`src/rtl/rxd_pkg.sv`:
```
package rxd_pkg;
  localparam int HALF_W = 16;

  // status bit positions inside the upper half of descriptor word 3
  localparam int ST_SOP = 15;
  localparam int ST_EOP = 14;
  localparam int ST_OWN = 13;
  localparam int ST_EOQ = 12;

  // register word indices
  localparam int REG_CTRL    = 0;
  localparam int REG_MAXLEN  = 1;
  localparam int REG_IEN_SET = 2;
  localparam int REG_IEN_CLR = 3;
  localparam int REG_HEAD0   = 8;
  localparam int REG_ACK0    = 16;

  typedef enum logic [2:0] {
    E_IDLE,
    E_FETCH,
    E_DECIDE,
    E_DATA,
    E_WB,
    E_DRAIN
  } eng_state_t;
endpackage

```
`src/rtl/rxd_regs.sv`:
```
module rxd_regs
  import rxd_pkg::*;
#(
  parameter int NCH        = 2,
  parameter int ADDR_W     = 32,
  parameter int RA_W       = 6,
  parameter int MAXLEN_RST = 1518,
  parameter int CH_W       = (NCH > 1) ? $clog2(NCH) : 1
) (
  input  logic                        clk,
  input  logic                        rst,
  input  logic                        reg_we,
  input  logic [RA_W-1:0]             reg_addr,
  input  logic [31:0]                 reg_wdata,
  input  logic                        done,
  input  logic [CH_W-1:0]             done_ch,
  input  logic [ADDR_W-1:0]           done_next,
  output logic                        rx_en,
  output logic [HALF_W-1:0]           max_len,
  output logic [NCH-1:0]              ien,
  output logic [NCH-1:0][ADDR_W-1:0]  head,
  output logic [NCH-1:0]              run,
  output logic [NCH-1:0]              ack_hit
);
  always_ff @(posedge clk) begin
    if (rst) begin
      rx_en   <= 1'b0;
      max_len <= HALF_W'(MAXLEN_RST);
      ien     <= '0;
    end else if (reg_we) begin
      case (int'(reg_addr))
        REG_CTRL:    rx_en   <= reg_wdata[0];
        REG_MAXLEN:  max_len <= reg_wdata[HALF_W-1:0];
        REG_IEN_SET: ien     <= ien | reg_wdata[NCH-1:0];
        REG_IEN_CLR: ien     <= ien & ~reg_wdata[NCH-1:0];
        default: ;
      endcase
    end
  end

  for (genvar c = 0; c < NCH; c++) begin : g_ch
    logic head_wr;
    assign head_wr    = reg_we && (int'(reg_addr) == REG_HEAD0 + c);
    assign ack_hit[c] = reg_we && (int'(reg_addr) == REG_ACK0 + c);

    always_ff @(posedge clk) begin
      if (rst) begin
        head[c] <= '0;
        run[c]  <= 1'b0;
      end else if (head_wr) begin
        // software restart has priority over engine advance
        head[c] <= reg_wdata[ADDR_W-1:0];
        run[c]  <= (reg_wdata[ADDR_W-1:0] != '0);
      end else if (done && (done_ch == CH_W'(c))) begin
        head[c] <= done_next;
        run[c]  <= (done_next != '0);
      end
    end
  end
endmodule

```
`src/rtl/rxd_irq.sv`:
```
module rxd_irq #(
  parameter int NCH    = 2,
  parameter int ADDR_W = 32,
  parameter int CH_W   = (NCH > 1) ? $clog2(NCH) : 1
) (
  input  logic              clk,
  input  logic              rst,
  input  logic              done,
  input  logic [CH_W-1:0]   done_ch,
  input  logic [ADDR_W-1:0] done_addr,
  input  logic [NCH-1:0]    ack_hit,
  input  logic [31:0]       ack_data,
  input  logic [NCH-1:0]    ien,
  output logic [NCH-1:0]    pend,
  output logic              irq
);
  for (genvar c = 0; c < NCH; c++) begin : g_ch
    logic [ADDR_W-1:0] last_desc;
    always_ff @(posedge clk) begin
      if (rst) begin
        pend[c]   <= 1'b0;
        last_desc <= '0;
      end else if (done && (done_ch == CH_W'(c))) begin
        // a fresh completion outranks any acknowledge in the same cycle
        pend[c]   <= 1'b1;
        last_desc <= done_addr;
      end else if (ack_hit[c] && (ack_data[ADDR_W-1:0] == last_desc)) begin
        pend[c]   <= 1'b0;
      end
    end
  end

  always_ff @(posedge clk) begin
    if (rst) irq <= 1'b0;
    else     irq <= |(pend & ien);
  end
endmodule

```
`src/rtl/rxd_engine.sv`:
```
module rxd_engine
  import rxd_pkg::*;
#(
  parameter int NCH    = 2,
  parameter int ADDR_W = 32,
  parameter int CNT_W  = 16,
  parameter int CH_W   = (NCH > 1) ? $clog2(NCH) : 1
) (
  input  logic                       clk,
  input  logic                       rst,
  input  logic                       rx_en,
  input  logic [HALF_W-1:0]          max_len,
  input  logic [NCH-1:0][ADDR_W-1:0] head,
  input  logic [NCH-1:0]             run,
  input  logic                       rx_valid,
  input  logic [31:0]                rx_data,
  input  logic                       rx_last,
  input  logic [CH_W-1:0]            rx_chan,
  output logic                       rx_ready,
  output logic                       mem_req,
  output logic                       mem_we,
  output logic [ADDR_W-1:0]          mem_addr,
  output logic [31:0]                mem_wdata,
  input  logic [31:0]                mem_rdata,
  output logic                       done,
  output logic [CH_W-1:0]            done_ch,
  output logic [ADDR_W-1:0]          done_addr,
  output logic [ADDR_W-1:0]          done_next,
  output logic [CNT_W-1:0]           ovr_cnt,
  output logic [CNT_W-1:0]           long_cnt
);
  localparam int DESC_WORDS = 4;
  localparam int IDX_W      = $clog2(DESC_WORDS) + 1;

  eng_state_t        state;
  logic [IDX_W-1:0]  idx;
  logic [CH_W-1:0]   cur_ch;
  logic [ADDR_W-1:0] desc_addr;
  logic [ADDR_W-1:0] w_next;
  logic [ADDR_W-1:0] w_buf;
  logic [31:0]       w_stat;
  logic [HALF_W-1:0] blen;

  logic [HALF_W:0]   nb;
  logic              too_long;
  logic              ch_ok;
  logic [15:0]       wb_status;

  assign nb       = {1'b0, blen} + (HALF_W+1)'(4);
  assign too_long = nb > {1'b0, max_len};
  assign ch_ok    = (int'(rx_chan) < NCH) && run[rx_chan];

  always_comb begin
    wb_status         = '0;
    wb_status[ST_SOP] = 1'b1;
    wb_status[ST_EOP] = 1'b1;
    wb_status[ST_EOQ] = (w_next == '0);
  end

  always_comb begin
    rx_ready  = 1'b0;
    mem_req   = 1'b0;
    mem_we    = 1'b0;
    mem_addr  = '0;
    mem_wdata = '0;
    case (state)
      E_FETCH: begin
        if (int'(idx) < DESC_WORDS) begin
          mem_req  = 1'b1;
          mem_addr = desc_addr + ADDR_W'({idx, 2'b00});
        end
      end
      E_DATA: begin
        rx_ready = 1'b1;
        if (rx_valid && !too_long) begin
          mem_req   = 1'b1;
          mem_we    = 1'b1;
          mem_addr  = w_buf + ADDR_W'(blen);
          mem_wdata = rx_data;
        end
      end
      E_WB: begin
        mem_req   = 1'b1;
        mem_we    = 1'b1;
        mem_addr  = desc_addr + ADDR_W'(12);
        mem_wdata = {wb_status, blen};
      end
      E_DRAIN: rx_ready = 1'b1;
      default: ;
    endcase
  end

  assign done      = (state == E_WB);
  assign done_ch   = cur_ch;
  assign done_addr = desc_addr;
  assign done_next = w_next;

  always_ff @(posedge clk) begin
    if (rst) begin
      state     <= E_IDLE;
      idx       <= '0;
      cur_ch    <= '0;
      desc_addr <= '0;
      w_next    <= '0;
      w_buf     <= '0;
      w_stat    <= '0;
      blen      <= '0;
      ovr_cnt   <= '0;
      long_cnt  <= '0;
    end else begin
      case (state)
        E_IDLE: begin
          if (rx_en && rx_valid) begin
            cur_ch <= rx_chan;
            if (ch_ok) begin
              desc_addr <= head[rx_chan];
              idx       <= '0;
              state     <= E_FETCH;
            end else begin
              ovr_cnt <= ovr_cnt + 1'b1;
              state   <= E_DRAIN;
            end
          end
        end
        E_FETCH: begin
          idx <= idx + 1'b1;
          case (int'(idx))
            1: w_next <= mem_rdata[ADDR_W-1:0];
            2: w_buf  <= mem_rdata[ADDR_W-1:0];
            4: w_stat <= mem_rdata;
            default: ;
          endcase
          if (int'(idx) == DESC_WORDS) state <= E_DECIDE;
        end
        E_DECIDE: begin
          blen <= '0;
          if (w_stat[HALF_W+ST_OWN]) begin
            state <= E_DATA;
          end else begin
            ovr_cnt <= ovr_cnt + 1'b1;
            state   <= E_DRAIN;
          end
        end
        E_DATA: begin
          if (rx_valid) begin
            if (too_long) begin
              long_cnt <= long_cnt + 1'b1;
              state    <= rx_last ? E_IDLE : E_DRAIN;
            end else begin
              blen <= nb[HALF_W-1:0];
              if (rx_last) state <= E_WB;
            end
          end
        end
        E_WB:    state <= E_IDLE;
        E_DRAIN: if (rx_valid && rx_last) state <= E_IDLE;
        default: state <= E_IDLE;
      endcase
    end
  end
endmodule

```
`src/rtl/rxdesc_dma.sv`:
```
module rxdesc_dma
  import rxd_pkg::*;
#(
  parameter int NCH        = 2,
  parameter int ADDR_W     = 32,
  parameter int RA_W       = 6,
  parameter int CNT_W      = 16,
  parameter int MAXLEN_RST = 1518,
  parameter int CH_W       = (NCH > 1) ? $clog2(NCH) : 1
) (
  input  logic              clk,
  input  logic              rst,
  input  logic              reg_we,
  input  logic [RA_W-1:0]   reg_addr,
  input  logic [31:0]       reg_wdata,
  input  logic              rx_valid,
  input  logic [31:0]       rx_data,
  input  logic              rx_last,
  input  logic [CH_W-1:0]   rx_chan,
  output logic              rx_ready,
  output logic              mem_req,
  output logic              mem_we,
  output logic [ADDR_W-1:0] mem_addr,
  output logic [31:0]       mem_wdata,
  input  logic [31:0]       mem_rdata,
  output logic [NCH-1:0]    int_pend,
  output logic              irq,
  output logic [CNT_W-1:0]  ovr_cnt,
  output logic [CNT_W-1:0]  long_cnt
);
  logic                       rx_en;
  logic [HALF_W-1:0]          max_len;
  logic [NCH-1:0]             ien;
  logic [NCH-1:0][ADDR_W-1:0] head;
  logic [NCH-1:0]             run;
  logic [NCH-1:0]             ack_hit;
  logic                       eng_done;
  logic [CH_W-1:0]            eng_done_ch;
  logic [ADDR_W-1:0]          eng_done_addr;
  logic [ADDR_W-1:0]          eng_done_next;

  rxd_regs #(.NCH(NCH), .ADDR_W(ADDR_W), .RA_W(RA_W), .MAXLEN_RST(MAXLEN_RST), .CH_W(CH_W)) u_regs (
    .clk(clk), .rst(rst), .reg_we(reg_we), .reg_addr(reg_addr), .reg_wdata(reg_wdata),
    .done(eng_done), .done_ch(eng_done_ch), .done_next(eng_done_next),
    .rx_en(rx_en), .max_len(max_len), .ien(ien), .head(head), .run(run), .ack_hit(ack_hit)
  );

  rxd_engine #(.NCH(NCH), .ADDR_W(ADDR_W), .CNT_W(CNT_W), .CH_W(CH_W)) u_engine (
    .clk(clk), .rst(rst), .rx_en(rx_en), .max_len(max_len), .head(head), .run(run),
    .rx_valid(rx_valid), .rx_data(rx_data), .rx_last(rx_last), .rx_chan(rx_chan),
    .rx_ready(rx_ready), .mem_req(mem_req), .mem_we(mem_we), .mem_addr(mem_addr),
    .mem_wdata(mem_wdata), .mem_rdata(mem_rdata),
    .done(eng_done), .done_ch(eng_done_ch), .done_addr(eng_done_addr), .done_next(eng_done_next),
    .ovr_cnt(ovr_cnt), .long_cnt(long_cnt)
  );

  rxd_irq #(.NCH(NCH), .ADDR_W(ADDR_W), .CH_W(CH_W)) u_irq (
    .clk(clk), .rst(rst), .done(eng_done), .done_ch(eng_done_ch), .done_addr(eng_done_addr),
    .ack_hit(ack_hit), .ack_data(reg_wdata), .ien(ien), .pend(int_pend), .irq(irq)
  );
endmodule

```
`config.mk`:
```
export PLATFORM = sky130hd
export DESIGN_NAME = rxdesc_dma
export DESIGN_NICKNAME = d
export VERILOG_FILES = /design/src/rtl/rxd_pkg.sv /design/src/rtl/rxd_regs.sv /design/src/rtl/rxd_irq.sv /design/src/rtl/rxd_engine.sv /design/src/rtl/rxdesc_dma.sv
export SDC_FILE = /design/constraint.sdc
export NUM_CORES = 1
export LEC_CHECK = 0
export BUFFER_PORTS_ARGS = -buffer_cell sky130_fd_sc_hd__buf_2
export CORE_UTILIZATION = 55
export DETAILED_ROUTE_END_ITERATION = 10
export GPL_TIMING_DRIVEN = 0
export HOLD_SLACK_MARGIN = 0.06
export PLACE_DENSITY = 0.84
export RECOVER_POWER = 50
export SLEW_MARGIN = 20
export SYNTH_ARGS = -nofsm -noshare
export SYNTH_HDL_FRONTEND = slang
export SYNTH_SLANG_ARGS = --single-unit
```
`constraint.sdc`:
```
create_clock -name clk -period 8.75 [get_ports clk]
set_input_delay 1.75 -clock clk [delete_from_list [all_inputs] [get_ports clk]]
set_output_delay 1.75 -clock clk [all_outputs]
set_load 0.03 [all_outputs]
```
Yosys cells after proc, flatten, opt, wreduce, memory -nomap -nowiden
Cells that the tools add are included.
{ "classes": {"reduce_logical": 40, "eq_ne": 27, "shifts": 0, "n_div": 0, "mul": 0, "add_sub_neg": 7, "n_mux": 47, "magnitude_cmp": 3, "bitwise": 5} }
{ "ops": {"columns": ["operator", "n"], "rows": [
  ["$mux W32", 9],
  ["$pmux W32 S3", 1],
  ["$mux W16", 5],
  ["$eq A32 B32 Y1", 2],
  ["$pmux W16 S2", 2],
  ["$pmux W32 S2", 1],
  ["$reduce_bool A32 Y1", 2],
  ["$mux W3", 11],
  ["$add A16 B1 Y16 const B", 2],
  ["$add A32 B16 Y32", 1],
  ["$add A32 B4 Y32 const B", 1],
  ["$add A32 B5 Y32", 1],
  ["$logic_not A32 Y1", 1],
  ["$add A16 B3 Y17 const B", 1],
  ["$gt A17 B16 Y1", 1],
  ["$reduce_bool A2 Y1", 8],
  ["$pmux W3 S5", 1],
  ["$reduce_and A2 Y1", 7],
  ["$mux W1", 13],
  ["$eq A3 B3 Y1 const B", 4],
  ["$eq A6 B2 Y1 const B", 2],
  ["$eq A6 B5 Y1 const B", 2],
  ["$eq A6 B6 Y1 const B", 2],
  ["$reduce_and A3 Y1", 4],
  ["other kinds (24)", 45]
]} }
{ "word_totals": {"ff_bits": 333, "n_memories": 0, "romBits": 0, "latchBits": 0, "wordCells": 151, "ram_bits": 0} }

Longest topological paths before layout
{ "depth": {"depth_word": 6, "depth_mapped": 17, "depth_no_buf": 13} }

Hierarchy
Synthesis repeated with hierarchy kept, for this count alone.
{ "hier_totals": {"cells_unflattened": 2099, "hier_area_um2": 16684.8} }
{ "by_module_without_submodules": {"columns": ["mod", "seq_area_each_um2", "cells_each", "instances", "area_per_inst_um2"], "rows": [
  ["rxd_engine", 3002.9, 1268, 1, 9529.1],
  ["rxd_regs", 1701.6, 454, 1, 4151.5],
  ["rxd_irq", 1341.3, 377, 1, 3004.1]
]} }

Worst setup path before layout
OpenSTA, ideal clock, no wires.
{ "synth_timing": {"path_type": "reg2out", "from": "register u_engine.blen[4]", "to": "output port mem_addr[11]", "stages_incl_launch_ff": 18, "t_arrival_ns": 4.114, "required_ns": 7.000, "slack_ns": 2.886, "path_buffers": 4, "cell_sequence": "dfxtp_1 > buf_2 > nand3_1 > nor3_1 > and3_1 > clkbuf_1 > nand3_1 > xnor2_1 > ha_1 > nand2_1 > nor3_1 > a221oi_1 > nand4b_1 > a21oi_1 > clkbuf_1 > buf_2 > o31ai_1 > o21ai_0"} }
{ "synth_via": {"elab_chain_cells": 6, "elab_cells_between_ends": 7, "classes_between": "add/sub (2); order compare (1); mux (2); reduce/logical (2)"} }
{ "synth_rtl": {"columns": ["item", "line", "rtl"], "rows": [
  ["start, declared", "rxd_engine.sv:42", "logic [HALF_W-1:0] blen;"],
  ["start signal, assigned", "rxd_engine.sv:150", "blen <= nb[HALF_W-1:0];"],
  ["$add A16 B3 Y17", "rxd_engine.sv:49", "assign nb = {1'b0, blen} + (HALF_W+1)'(4);"],
  ["$gt A17 B16 Y1", "rxd_engine.sv:50", "assign too_long = nb > {1'b0, max_len};"],
  ["$logic_not A1 Y1", "rxd_engine.sv:75", "if (rx_valid && !too_long) begin"],
  ["$logic_and A1 B1 Y1", "rxd_engine.sv:75", null],
  ["$mux W32 (*)", "rxd_engine.sv:75", null],
  ["$pmux W32 S3 (*)", "rxd_engine.sv:66", "case (state)"],
  ["end, declared", "rxdesc_dma.sv:23", "output logic [ADDR_W-1:0] mem_addr,"]
]} }
Every way passes the cells marked *; elsewhere a longest branch is shown, timed or not.

Worst setup path in the final report
Same ends and word-level chain as after synthesis.

==> PnR_summary.wiki <==
{| class="wikitable"
! Metric !! Value
|-
| Quantity of gates resized following cts || 0
|-
| Register area share after synthesis || 0.382
|-
| Mean area per synthesized cell || 7.58 um2
|-
| Setup WS post-layout || 1.26 ns
|-
| DRC viols || 0
|-
| Class of the tightest hold or removal check || flop to flop
|-
| Max Transition Viols Final || 0
|-
| Clock Latency Late Sink || 0.56 ns
|-
| Count of unique library cells instantiated by Yosys || 62
|-
| Setup TNS || 0 ns
|-
| Arrival time reported for the critical path endpoint || 5.74 ns
|-
| Outcome || finished, final reports clean
|-
| Clock sink count || 302
|-
| Layout cells sized above 1 || 0.0952
|-
| CTS max path bufs || 3
|-
| Max Clock Freq || between 100 and 150 MHz
|-
| Number of buffers inserted for hold repair after clock tree synthesis || 0
|-
| Most frequently used flop master after synthesis || sky130_fd_sc_hd__dfxtp_1
|-
| First-pass GRT wire length || 86,200 um
|-
| Netlist area before placement || between 15,000 and 20,000 um2
|-
| Number of buffers inserted during clock tree synthesis || 31
|-
| Final period utilization || 0.856
|-
| Net total in the final layout || between 2,000 and 2,500
|-
| Setup repair after global routing missed its margin || false
|-
| Top-Level Pins || 210
|-
| Measured slew at the worst slew-check pin || approximately 1.3 ns
|-
| Internal power || 2190 uW
|-
| Commonest cells after routing, fill and taps aside || sky130_fd_sc_hd__nand2_1 (489), sky130_fd_sc_hd__dfxtp_1 (302), sky130_fd_sc_hd__a21oi_1 (199)
|-
| Count of flip-flops with a built-in enable after synthesis || 0
|-
| Peak supply drop || 143 uV
|-
| Setup fix buffers added after clock tree synthesis || 0
|-
| Initial core utilization || 0.565
|-
| Setup Slack @ Placement || 1.98 ns
|-
| Sw Share || 0.229
|-
| Clk Tree Root Cell || sky130_fd_sc_hd__clkbuf_16
|-
| Kind of launch point of the worst setup path || flop
|-
| Flop pwr share || 0.485
|-
| Length of the first detailed-routing pass in iterations || 7
|-
| Number of levels the H-tree was split into || 1
|-
| Syn_nets || 2,234
|-
| Most common library cell in the layout ignoring fill and taps || sky130_fd_sc_hd__nand2_1
|-
| Kind of critical path || flop to output port
|-
| Die Y || 172 um
|-
| DR top layer || met4
|-
| Pin count of the biggest net entering global routing || 15
|-
| Yosys warning total || 0
|-
| Count of endpoints failing setup in the final report || 0
|-
| Placer's final routability congestion estimate || slightly above 1
|-
| Final hold vios || 0
|-
| Width of the die || 172 um
|-
| Via count || 17,000
|-
| All-layer global routing usage || 0.385
|-
| Final Power || 2840 uW
|-
| Area of the placeable core || around 28,000 um2
|-
| CP Capture Type || output port
|-
| Detail-routed via count per cell || 6.28
|-
| Power share of the combinational group || 0.045
|-
| Leakage || roughly 0.0067 uW
|-
| Fin Clk Skew || 0.00758 ns
|-
| Net switching power of the design || 650 uW
|-
| DRC violation total after the first TritonRoute iteration || between 2,000 and 2,500
|-
| Pwr dens || 156 nW/um2
|-
| Clock slew at the register clock pins of the worst setup and hold paths || 0.06 ns
|-
| Layout overhead on the synthesized area || 15.3%
|-
| Max-cap violation count || 0
|-
| Routed met1 length || 22,400 um
|-
| Maximum net fanout on the critical path || 10
|-
| Length of routed met3 wiring || 7180 um
|-
| Max-Slew Margin vs Limit || 0.126
|-
| Routed length on met2 || 25,100 um
|-
| Number of flip-flops and latches in the synthesized netlist || 302
|-
| Wire length reported by the detailed router || slightly below 60,000 um
|-
| Clock Power Share || 0.471
|-
| Estimated wirelength of the detail-placed design || about 44,000 um
|-
| Share of synthesized registers carrying an async set or reset || 0
|-
| Total gr overflow || 0
|-
| Worst r2r src || u_engine.blen[4]
|-
| Number of core rows || 61
|-
| Data required, critical path || 7.00 ns
|-
| Detail-routed net length per standard cell || 21.4 um
|-
| Number of buffers added on ports || roughly 190
|-
| Min-delay src || u_regs.max_len[12]
|-
| Clock tree from TritonCTS || built
|-
| Number of antenna violations at the first check in global routing || 1
|-
| Gate count after technology mapping || 2,086
|-
| Vias in the first global route || 15,300
|-
| Startpoint of the most critical setup path || u_engine.blen[4]
|-
| Clock period minus final worst setup slack || 7.49 ns
|-
| Number of nets with antenna violations after routing || 0
|-
| DIE AREA || 29,400 um2
|}
-- per-stage QoR --
step | instance area, um2 | cells | util | hold WS [ns]
floorplan | 15800 | 2086 | - | 0.432
global placement | 17200 | 2655 | 0.616 | 0.445
detailed placement | 17200 | 2655 | 0.616 | 0.446
CTS | 18300 | 2711 | 0.653 | 0.454
finish | 18200 | 2712 | 0.651 | 0.458
global route | 18200 | 2712 | 0.651 | 0.480
-- layout make-up --
class | count | area, um2
antenna | 1 | 2.50
fill | 2458 | 9780
clock inverter | 11 | 110
timing repair buffer | 191 | 910
clock buffer | 45 | 918
buffer | 161 | 614
multi-input combinational | 1593 | 9040
inverter | 30 | 113
sequential | 302 | 6050
tap | 378 | 473
-- state kept, by name, summed over array words and instances (netlist names), 2 cells and up --
name and count:
u_engine.blen 14, u_engine.done_addr 32, u_engine.done_next 32, u_engine.idx 3, u_engine.long_cnt 16, u_engine.ovr_cnt 16, u_engine.state 3, u_engine.w_buf 32
u_irq.g_ch.last_desc 64, u_irq.pend 2, u_regs.head 64, u_regs.ien 2, u_regs.max_len 16, u_regs.run 2
-- cells in the mapped netlist, types with 3 or more instances --
library cell,number,area (um2)
sky130_fd_sc_hd__o211a_1,4,40.0
sky130_fd_sc_hd__o21ai_0,68,340
sky130_fd_sc_hd__xnor2_1,45,394
sky130_fd_sc_hd__buf_1,7,26.3
sky130_fd_sc_hd__xor2_1,70,613
sky130_fd_sc_hd__o31ai_1,10,75.1
sky130_fd_sc_hd__a211oi_1,37,278
sky130_fd_sc_hd__or4_1,4,30.0
sky130_fd_sc_hd__mux2i_1,37,370
sky130_fd_sc_hd__nor3_1,24,120
sky130_fd_sc_hd__nand2b_1,8,50.1
sky130_fd_sc_hd__o221ai_1,9,78.8
sky130_fd_sc_hd__o22ai_1,13,81.3
sky130_fd_sc_hd__clkbuf_1,151,567
sky130_fd_sc_hd__nand2_1,489,1840
sky130_fd_sc_hd__and3_1,16,100
sky130_fd_sc_hd__and4_1,7,61.3
sky130_fd_sc_hd__a311oi_1,69,604
sky130_fd_sc_hd__a31oi_1,11,68.8
sky130_fd_sc_hd__nor4_1,28,175
sky130_fd_sc_hd__a22o_1,17,149
sky130_fd_sc_hd__ha_1,39,488
sky130_fd_sc_hd__nand3_1,55,275
sky130_fd_sc_hd__nor2_1,171,642
sky130_fd_sc_hd__nand3b_1,13,97.6
sky130_fd_sc_hd__a21oi_1,199,996
sky130_fd_sc_hd__a22oi_1,7,52.6
sky130_fd_sc_hd__nor2b_1,5,31.3
sky130_fd_sc_hd__o21a_1,9,67.6
sky130_fd_sc_hd__o21bai_1,3,22.5
sky130_fd_sc_hd__o211ai_1,4,30.0
sky130_fd_sc_hd__a21o_1,4,30.0
sky130_fd_sc_hd__dfxtp_1,302,6050
sky130_fd_sc_hd__or2_2,8,50.1
sky130_fd_sc_hd__nand4_1,34,213
sky130_fd_sc_hd__or3_1,17,106
sky130_fd_sc_hd__inv_1,30,113
sky130_fd_sc_hd__nor3b_1,4,30.0
sky130_fd_sc_hd__and2_1,27,169
-- power by group through the flow --
stage               registers (uW)  clock network [uW]  logic (uW)
detailed placement            1410                   0         121
global placement              1410                   0         119
finish                        1380                1340         127
floorplan                     1410                   0        54.3
CTS                           1380                1340         121
global route                  1380                1400         129
-- final timing paths --
| kind | endpoint | slack (ns) | cells past startpoint |
|---|---|---|---|
| max | mem_addr[11] | 1.26 | 18 |
| min | u_regs.max_len[12] | 0.46 | 2 |
| max reg2reg | u_engine.blen[8] | 3.71 | 17 |
| min reg2reg | u_regs.max_len[12] | 0.46 | 2 |
-- worst max-delay path, stage by stage, from the launching register on --
cell	delay, ns
sky130_fd_sc_hd__dfxtp_1	0.38
sky130_fd_sc_hd__buf_2	0.24
sky130_fd_sc_hd__nand3_1	0.21
sky130_fd_sc_hd__nor3_1	0.40
sky130_fd_sc_hd__and3_1	0.21
sky130_fd_sc_hd__clkbuf_1	0.22
sky130_fd_sc_hd__nand3_1	0.13
sky130_fd_sc_hd__xnor2_1	0.29
sky130_fd_sc_hd__ha_1	0.30
sky130_fd_sc_hd__nand2_1	0.08
sky130_fd_sc_hd__nor3_1	0.07
sky130_fd_sc_hd__a221oi_1	0.33
sky130_fd_sc_hd__nand4b_1	0.35
sky130_fd_sc_hd__a21oi_1	0.70
sky130_fd_sc_hd__clkbuf_1	0.41
sky130_fd_sc_hd__buf_2	0.36
sky130_fd_sc_hd__o31ai_1	0.13
sky130_fd_sc_hd__o21ai_0	0.15
sky130_fd_sc_hd__buf_2	0.22
-- kinds of logic (layout without fill, tap and decap cells) --
group	after synthesis	after routing	synth area share
compound gates	480	480	0.194
xor+xnor	115	115	0.0637
fa+ha+maj	40	40	0.0321
buf+inv	191	438	0.0460
flops	302	302	0.382
mux	38	38	0.0241
other cells	0	1	0
simple gates	920	920	0.258
-- per-layer routing --
metal,vias to the layer above,GRT usage
met4,0,0.198
met2,1112,0.590
li1,7734,-
met5,-,0
met1,7961,0.509
met3,222,0.0808
Note: power is estimated with default switching activity, not from simulation.
